### src/rtl/cadence_pkg.sv
package cadence_pkg;

  typedef enum logic [1:0] {
    PH_IDLE = 2'd0,
    PH_ON   = 2'd1,
    PH_OFF  = 2'd2
  } phase_t;

  localparam int ADDR_W = 3;
  localparam int A_IEN  = 0;
  localparam int A_PEND = 1;
  localparam int A_DUR0 = 2;

endpackage

### src/rtl/cadence_seq.sv
module cadence_seq
  import cadence_pkg::*;
#(
  parameter int DUR_W = 16
) (
  input  logic             clk,
  input  logic             rst_n,
  input  logic             tick,
  input  logic             osc_en,
  input  logic [DUR_W-1:0] on_len,
  input  logic [DUR_W-1:0] off_len,
  output logic             gate,
  output logic             on_evt,
  output logic             off_evt
);

  phase_t           ph_q, ph_n;
  logic [DUR_W-1:0] cnt_q, cnt_n;
  logic             no_cadence;

  assign no_cadence = (on_len == '0) || (off_len == '0);
  assign gate       = (ph_q == PH_ON);

  always_comb begin
    ph_n    = ph_q;
    cnt_n   = cnt_q;
    on_evt  = 1'b0;
    off_evt = 1'b0;
    if (!osc_en) begin
      ph_n  = PH_IDLE;
      cnt_n = '0;
    end else begin
      case (ph_q)
        PH_IDLE: begin
          ph_n  = PH_ON;
          cnt_n = '0;
        end
        PH_ON: begin
          if (tick && !no_cadence) begin
            if (cnt_q >= on_len - DUR_W'(1)) begin
              on_evt = 1'b1;
              ph_n   = PH_OFF;
              cnt_n  = '0;
            end else begin
              cnt_n = cnt_q + DUR_W'(1);
            end
          end
        end
        PH_OFF: begin
          if (no_cadence) begin
            ph_n  = PH_ON;
            cnt_n = '0;
          end else if (tick) begin
            if (cnt_q >= off_len - DUR_W'(1)) begin
              off_evt = 1'b1;
              ph_n    = PH_ON;
              cnt_n   = '0;
            end else begin
              cnt_n = cnt_q + DUR_W'(1);
            end
          end
        end
        default: begin
          ph_n  = PH_IDLE;
          cnt_n = '0;
        end
      endcase
    end
  end

  always_ff @(posedge clk or negedge rst_n) begin
    if (!rst_n) begin
      ph_q  <= PH_IDLE;
      cnt_q <= '0;
    end else begin
      ph_q  <= ph_n;
      cnt_q <= cnt_n;
    end
  end

  assert_gate_off_after_disable_R10: assert property (@(posedge clk) disable iff (!rst_n)
    !osc_en |=> !gate);

  assert_no_event_without_cadence_R6: assert property (@(posedge clk) disable iff (!rst_n)
    no_cadence |-> (!on_evt && !off_evt));

  assert_hold_without_tick_R5: assert property (@(posedge clk) disable iff (!rst_n)
    (osc_en && !tick && gate) |=> gate);

  assert_on_expiry_drops_gate_R4: assert property (@(posedge clk) disable iff (!rst_n)
    on_evt |=> !gate);

endmodule

### src/rtl/cadence_regs.sv
module cadence_regs
  import cadence_pkg::*;
#(
  parameter int NUM_GEN = 2,
  parameter int DUR_W   = 16
) (
  input  logic                         clk,
  input  logic                         rst_n,
  input  logic                         wr_en,
  input  logic [ADDR_W-1:0]            wr_addr,
  input  logic [DUR_W-1:0]             wr_data,
  input  logic [ADDR_W-1:0]            rd_addr,
  output logic [DUR_W-1:0]             rd_data,
  input  logic [2*NUM_GEN-1:0]         evt,
  output logic [2*NUM_GEN-1:0][DUR_W-1:0] dur,
  output logic                         irq
);

  localparam int NT = 2 * NUM_GEN;

  logic [NT-1:0] ien_q, pend_q, pend_n, clr;
  logic          ien_we, pend_we;

  assign ien_we  = wr_en && (wr_addr == ADDR_W'(A_IEN));
  assign pend_we = wr_en && (wr_addr == ADDR_W'(A_PEND));
  assign clr     = pend_we ? wr_data[NT-1:0] : '0;
  assign pend_n  = (pend_q & ~clr) | evt;
  assign irq     = |(pend_q & ien_q);

  always_ff @(posedge clk or negedge rst_n) begin
    if (!rst_n) begin
      ien_q <= '0;
    end else if (ien_we) begin
      ien_q <= wr_data[NT-1:0];
    end
  end

  always_ff @(posedge clk or negedge rst_n) begin
    if (!rst_n) begin
      pend_q <= '0;
    end else begin
      pend_q <= pend_n;
    end
  end

  for (genvar t = 0; t < NT; t++) begin : g_dur
    logic dur_we;
    assign dur_we = wr_en && (wr_addr == ADDR_W'(A_DUR0 + t));
    always_ff @(posedge clk or negedge rst_n) begin
      if (!rst_n) begin
        dur[t] <= '0;
      end else if (dur_we) begin
        dur[t] <= wr_data;
      end
    end

    assert_event_sets_pending_R9: assert property (@(posedge clk) disable iff (!rst_n)
      evt[t] |=> pend_q[t]);

    assert_clear_drops_pending_R8: assert property (@(posedge clk) disable iff (!rst_n)
      (pend_we && wr_data[t] && !evt[t]) |=> !pend_q[t]);
  end

  always_comb begin
    rd_data = '0;
    if (rd_addr == ADDR_W'(A_IEN)) begin
      rd_data = DUR_W'(ien_q);
    end else if (rd_addr == ADDR_W'(A_PEND)) begin
      rd_data = DUR_W'(pend_q);
    end else begin
      for (int t = 0; t < NT; t++) begin
        if (rd_addr == ADDR_W'(A_DUR0 + t)) rd_data = dur[t];
      end
    end
  end

  assert_irq_needs_enable_R7: assert property (@(posedge clk) disable iff (!rst_n)
    (ien_q == '0) |-> !irq);

endmodule

### src/rtl/cadence_irq_unit.sv
module cadence_irq_unit
  import cadence_pkg::*;
#(
  parameter int NUM_GEN = 2,
  parameter int DUR_W   = 16
) (
  input  logic               clk,
  input  logic               rst_n,
  input  logic               tick,
  input  logic [NUM_GEN-1:0] osc_en,
  input  logic               wr_en,
  input  logic [ADDR_W-1:0]  wr_addr,
  input  logic [DUR_W-1:0]   wr_data,
  input  logic [ADDR_W-1:0]  rd_addr,
  output logic [DUR_W-1:0]   rd_data,
  output logic [NUM_GEN-1:0] gate,
  output logic               irq
);

  localparam int NT = 2 * NUM_GEN;

  logic [1:0]                   rst_sync_q;
  logic                         core_rst_n;
  logic [NT-1:0]                evt;
  logic [NT-1:0][DUR_W-1:0]     dur;

  always_ff @(posedge clk or negedge rst_n) begin
    if (!rst_n) begin
      rst_sync_q <= 2'b00;
    end else begin
      rst_sync_q <= {rst_sync_q[0], 1'b1};
    end
  end
  assign core_rst_n = rst_sync_q[1];

  cadence_regs #(.NUM_GEN(NUM_GEN), .DUR_W(DUR_W)) u_regs (
    .clk     (clk),
    .rst_n   (core_rst_n),
    .wr_en   (wr_en),
    .wr_addr (wr_addr),
    .wr_data (wr_data),
    .rd_addr (rd_addr),
    .rd_data (rd_data),
    .evt     (evt),
    .dur     (dur),
    .irq     (irq)
  );

  for (genvar g = 0; g < NUM_GEN; g++) begin : g_gen
    cadence_seq #(.DUR_W(DUR_W)) u_seq (
      .clk     (clk),
      .rst_n   (core_rst_n),
      .tick    (tick),
      .osc_en  (osc_en[g]),
      .on_len  (dur[2*g]),
      .off_len (dur[2*g+1]),
      .gate    (gate[g]),
      .on_evt  (evt[2*g]),
      .off_evt (evt[2*g+1])
    );
  end

  assert_gate_low_in_reset_R1: assert property (@(posedge clk)
    !core_rst_n |=> (gate == '0));

endmodule

### config.mk
export PLATFORM = sky130hd
export DESIGN_NAME = cadence_irq_unit
export DESIGN_NICKNAME = d
export VERILOG_FILES = /design/src/rtl/cadence_pkg.sv /design/src/rtl/cadence_seq.sv /design/src/rtl/cadence_regs.sv /design/src/rtl/cadence_irq_unit.sv
export SDC_FILE = /design/constraint.sdc
export NUM_CORES = 1
export LEC_CHECK = 0
export BUFFER_PORTS_ARGS = -buffer_cell sky130_fd_sc_hd__buf_2
export CAP_MARGIN = 20
export CORE_ASPECT_RATIO = 1.4
export CORE_MARGIN = 2
export CORE_UTILIZATION = 62
export DETAILED_ROUTE_END_ITERATION = 6
export PLACE_DENSITY = 0.82
export REMOVE_ABC_BUFFERS = 1
export SYNTH_ARGS = -nofsm -noshare
export SYNTH_HDL_FRONTEND = slang
export SYNTH_SLANG_ARGS = --single-unit
export TNS_END_PERCENT = 30
### constraint.sdc
create_clock -name clk -period 3.9 [get_ports clk]
set_clock_uncertainty 0.15 [all_clocks]
set_input_delay 1.17 -clock clk [delete_from_list [all_inputs] [get_ports clk]]
set_output_delay 1.17 -clock clk [all_outputs]
set_load 0.01 [all_outputs]
==> summary.md <==
| Metric | Value |
|---|---|
| Worst min path class | `reg -> async` |
| Synth cell types | `63` |
| First-pass GRT wire length | `32900 µm` |
| CTS Hold Bufs | `0` |
| Vias per cell | `6.67` |
| Mapped Area | `7900 µm²` |
| GRT Util Overall | `0.305` |
| Clock Sinks | `110` |
| Area delta synth->final | `11.9%` |
| Power Density | `432 nW/µm²` |
| Rel. slew slack | `0.453` |
| Critical path class | `in -> out` |
| Nets | `960` |
| Initial antenna violation count | `0` |
| Total CTS buffers | `9` |
| Tightest Pin Transition | `0.817 ns` |
| Synth area leaders | `dfrtp_1, ha_1, mux2_2` |
| Final ANT Viol Nets | `0` |
| RD Place Congestion | `0.956` |
| Die Area | `13700 µm²` |
| Core Area | `12400 µm²` |
| Post-synth top area cell | `dfrtp_1` |
| Post-route minimum period | `3.73 ns` |
| CP startpoint kind | `input port` |
| Clock slew at reported path FFs | `0.07 ns` |
| Placed Instance Area | `8410 µm²` |
| Setup violators final | `0` |
| DPL Wire Length | `15600 µm` |
| CP Max Fanout | `17` |
| Commonest non-fill, non-tap cell in the layout | `dfrtp_1` |
| Root Driver | `clkbuf_16` |
| Vias in the first global route | `6768` |
| N_diodes | `0` |
| Avg Cell Area, Syn | `9.91 µm²` |
| Port-buffer cells | `46` |
| DR vias | `6730` |
| CTS max path bufs | `2` |
| Peak VDD IR | `0.252 mV` |
| Synth Flop Type | `dfrtp_1` |
| Number of synthesized flops with an enable pin | `0` |
| Wire per inst | `20.7 µm` |
| Status | `complete, no violations` |
| Worst Setup End Kind | `primary output` |
| First-pass iteration count of the detailed router | `5` |
| Fill cells | `858` |
| Slew Limit Fails | `0` |
| Fin. Hold Viols | `0` |
| Sequential area share after synthesis | `0.349` |
| DRC | `0` |
| Lkg Pwr | `4.06 nW` |
| Fin area | `8840 µm²` |
| Final wirelength | `20800 µm` |
| Flops & latches, synth | `110` |
| FP Rows | `48` |
| Crit path DAT | `2.41 ns` |
| CTS tree | `done` |
| Asr flop ratio synth | `1.00` |
| Worst skew pair latency | `0.36 ns` |
| Share of cells above drive strength 1 | `0.221` |
| Highest clock rate | `268 MHz` |
| Post-synthesis cell count | `797` |
| WP data required | `2.58 ns` |
| Starting density of the core | `0.638` |
| Die Width | `99.4 µm` |
| Largest net degree at the start of global routing | `50` |
| Overall die height | `138 µm` |
| Hold WS | `0.0942 ns` |
| # IOs | `47` |
| Ys Warns | `0` |
| Synth top area share | `0.349` |
| Gr ovfl total | `0` |
| Max Cap Viol | `0` |
| Power Total | `0.00382 W` |
| Tcrit/Tclk final | `0.956` |
| Initial DRC Count | `373` |
| Number of H-tree levels | `3` |
| Commonest cells after routing, fill and taps aside | `dfrtp_1, ha_1, mux2_2` |
## path summary, 6_finish.rpt
check / from / endpoint / slack, ns / cells past startpoint
setup / recovery: rd_addr[0] / rd_data[2] / 0.17 / 5
hold / removal: rst_sync_q[1] / u_regs.pend_q[0] / 0.09 / 0
setup reg to reg: u_regs.dur[9] / g_gen[0].u_seq.cnt_q[6] / 0.18 / 13
hold reg to reg: rst_sync_q[1] / u_regs.pend_q[0] / 0.09 / 0
max in group asynchronous: rst_sync_q[1] / u_regs.dur[44] / 2.53 / 1
min in group clk: rst_sync_q[0] / rst_sync_q[1] / 0.20 / 0
## metrics by stage
stage | utilization | setup TNS [ns] | setup slack (ns) | instances
after global routing | 0.715 | -0.0256 | -0.0149 | 1009
final | 0.715 | 0 | 0.173 | 1009
after floorplan | - | -0.0548 | -0.0548 | 768
after global placement | 0.680 | 0 | 0.121 | 990
after CTS | 0.704 | -0.00633 | -0.00554 | 1006
after detailed placement | 0.680 | 0 | 0.00584 | 990
## power breakdown
| group | switching (W) | total (W) | internal (W) |
|---|---|---|---|
| clock | 0.000439 | 0.000959 | 0.000521 |
| combinational | 0.000665 | 0.00127 | 0.000603 |
| sequential | 0.000276 | 0.00159 | 0.00131 |
## critical path: stages
cell	delay (ns)
buf_2	0.39
nor2_1	0.18
a22oi_1	0.25
o221ai_1	0.21
buf_2	0.19
## cells in the mapped netlist, drive strengths merged (19+ instances only)
master	instances
dfrtp	110
ha	78
mux2	70
nand2	68
nor2	42
o21ai	41
xnor2	35
mux2i	32
nor3	28
a22o	25
xor2	21
nor4	20
nor2b	19
## registers in the layout (all words and copies together) (netlist names)
| signal | count |
|---|---|
| u_regs.dur | 64 |
| g_gen.u_seq.cnt_q | 32 |
| g_gen.u_seq.ph_q | 4 |
| u_regs.ien_q | 4 |
| u_regs.pend_q | 4 |
| rst_sync_q | 2 |
## metal layers
metal | up-vias | part of all wire | track usage
li1 | 3066 | - | -
met1 | 3352 | 0.38 | 0.340
met2 | 239 | 0.53 | 0.551
met3 | 73 | 0.037 | 0.0360
met4 | 0 | 0.048 | 0.189
met5 | - | 0 | 0
## cell type report
type                            count  area (µm²)  area share
Timing Repair Buffer               75         468      0.0529
Clock buffer                       12         246      0.0279
Sequential cell                   110        2760       0.312
Tap cell                          150         188      0.0212
Multi-Input combinational cell    640        5060       0.572
Clock inverter                      4        56.3     0.00637
Inverter                           18        67.6     0.00764
## cell families (layout without fill, tap and decap cells)
kind of cell | count (synthesis) | after routing | synth area share
adders and majority gates | 78 | 78 | 0.124
xor gates and xnor gates | 56 | 56 | 0.0621
and+or+nand+nor | 256 | 256 | 0.167
other | 1 | 1 | 0.000475
AOI/OAI and AO/OA | 147 | 147 | 0.133
muxes | 102 | 102 | 0.140
DFF | 110 | 110 | 0.349
buffers and inverters | 47 | 109 | 0.0250
## timing repair
| item | 4_1_cts | 5_1_grt |
|---|---|---|
| buffers inserted | 0 | 2 |
| setup endpoints to repair | 3 | 32 |
| cloned | 0 | 1 |
| pin swaps | 0 | 11 |
| gates resized for setup | 1 | 23 |
Note: power is estimated with default switching activity, not from simulation.
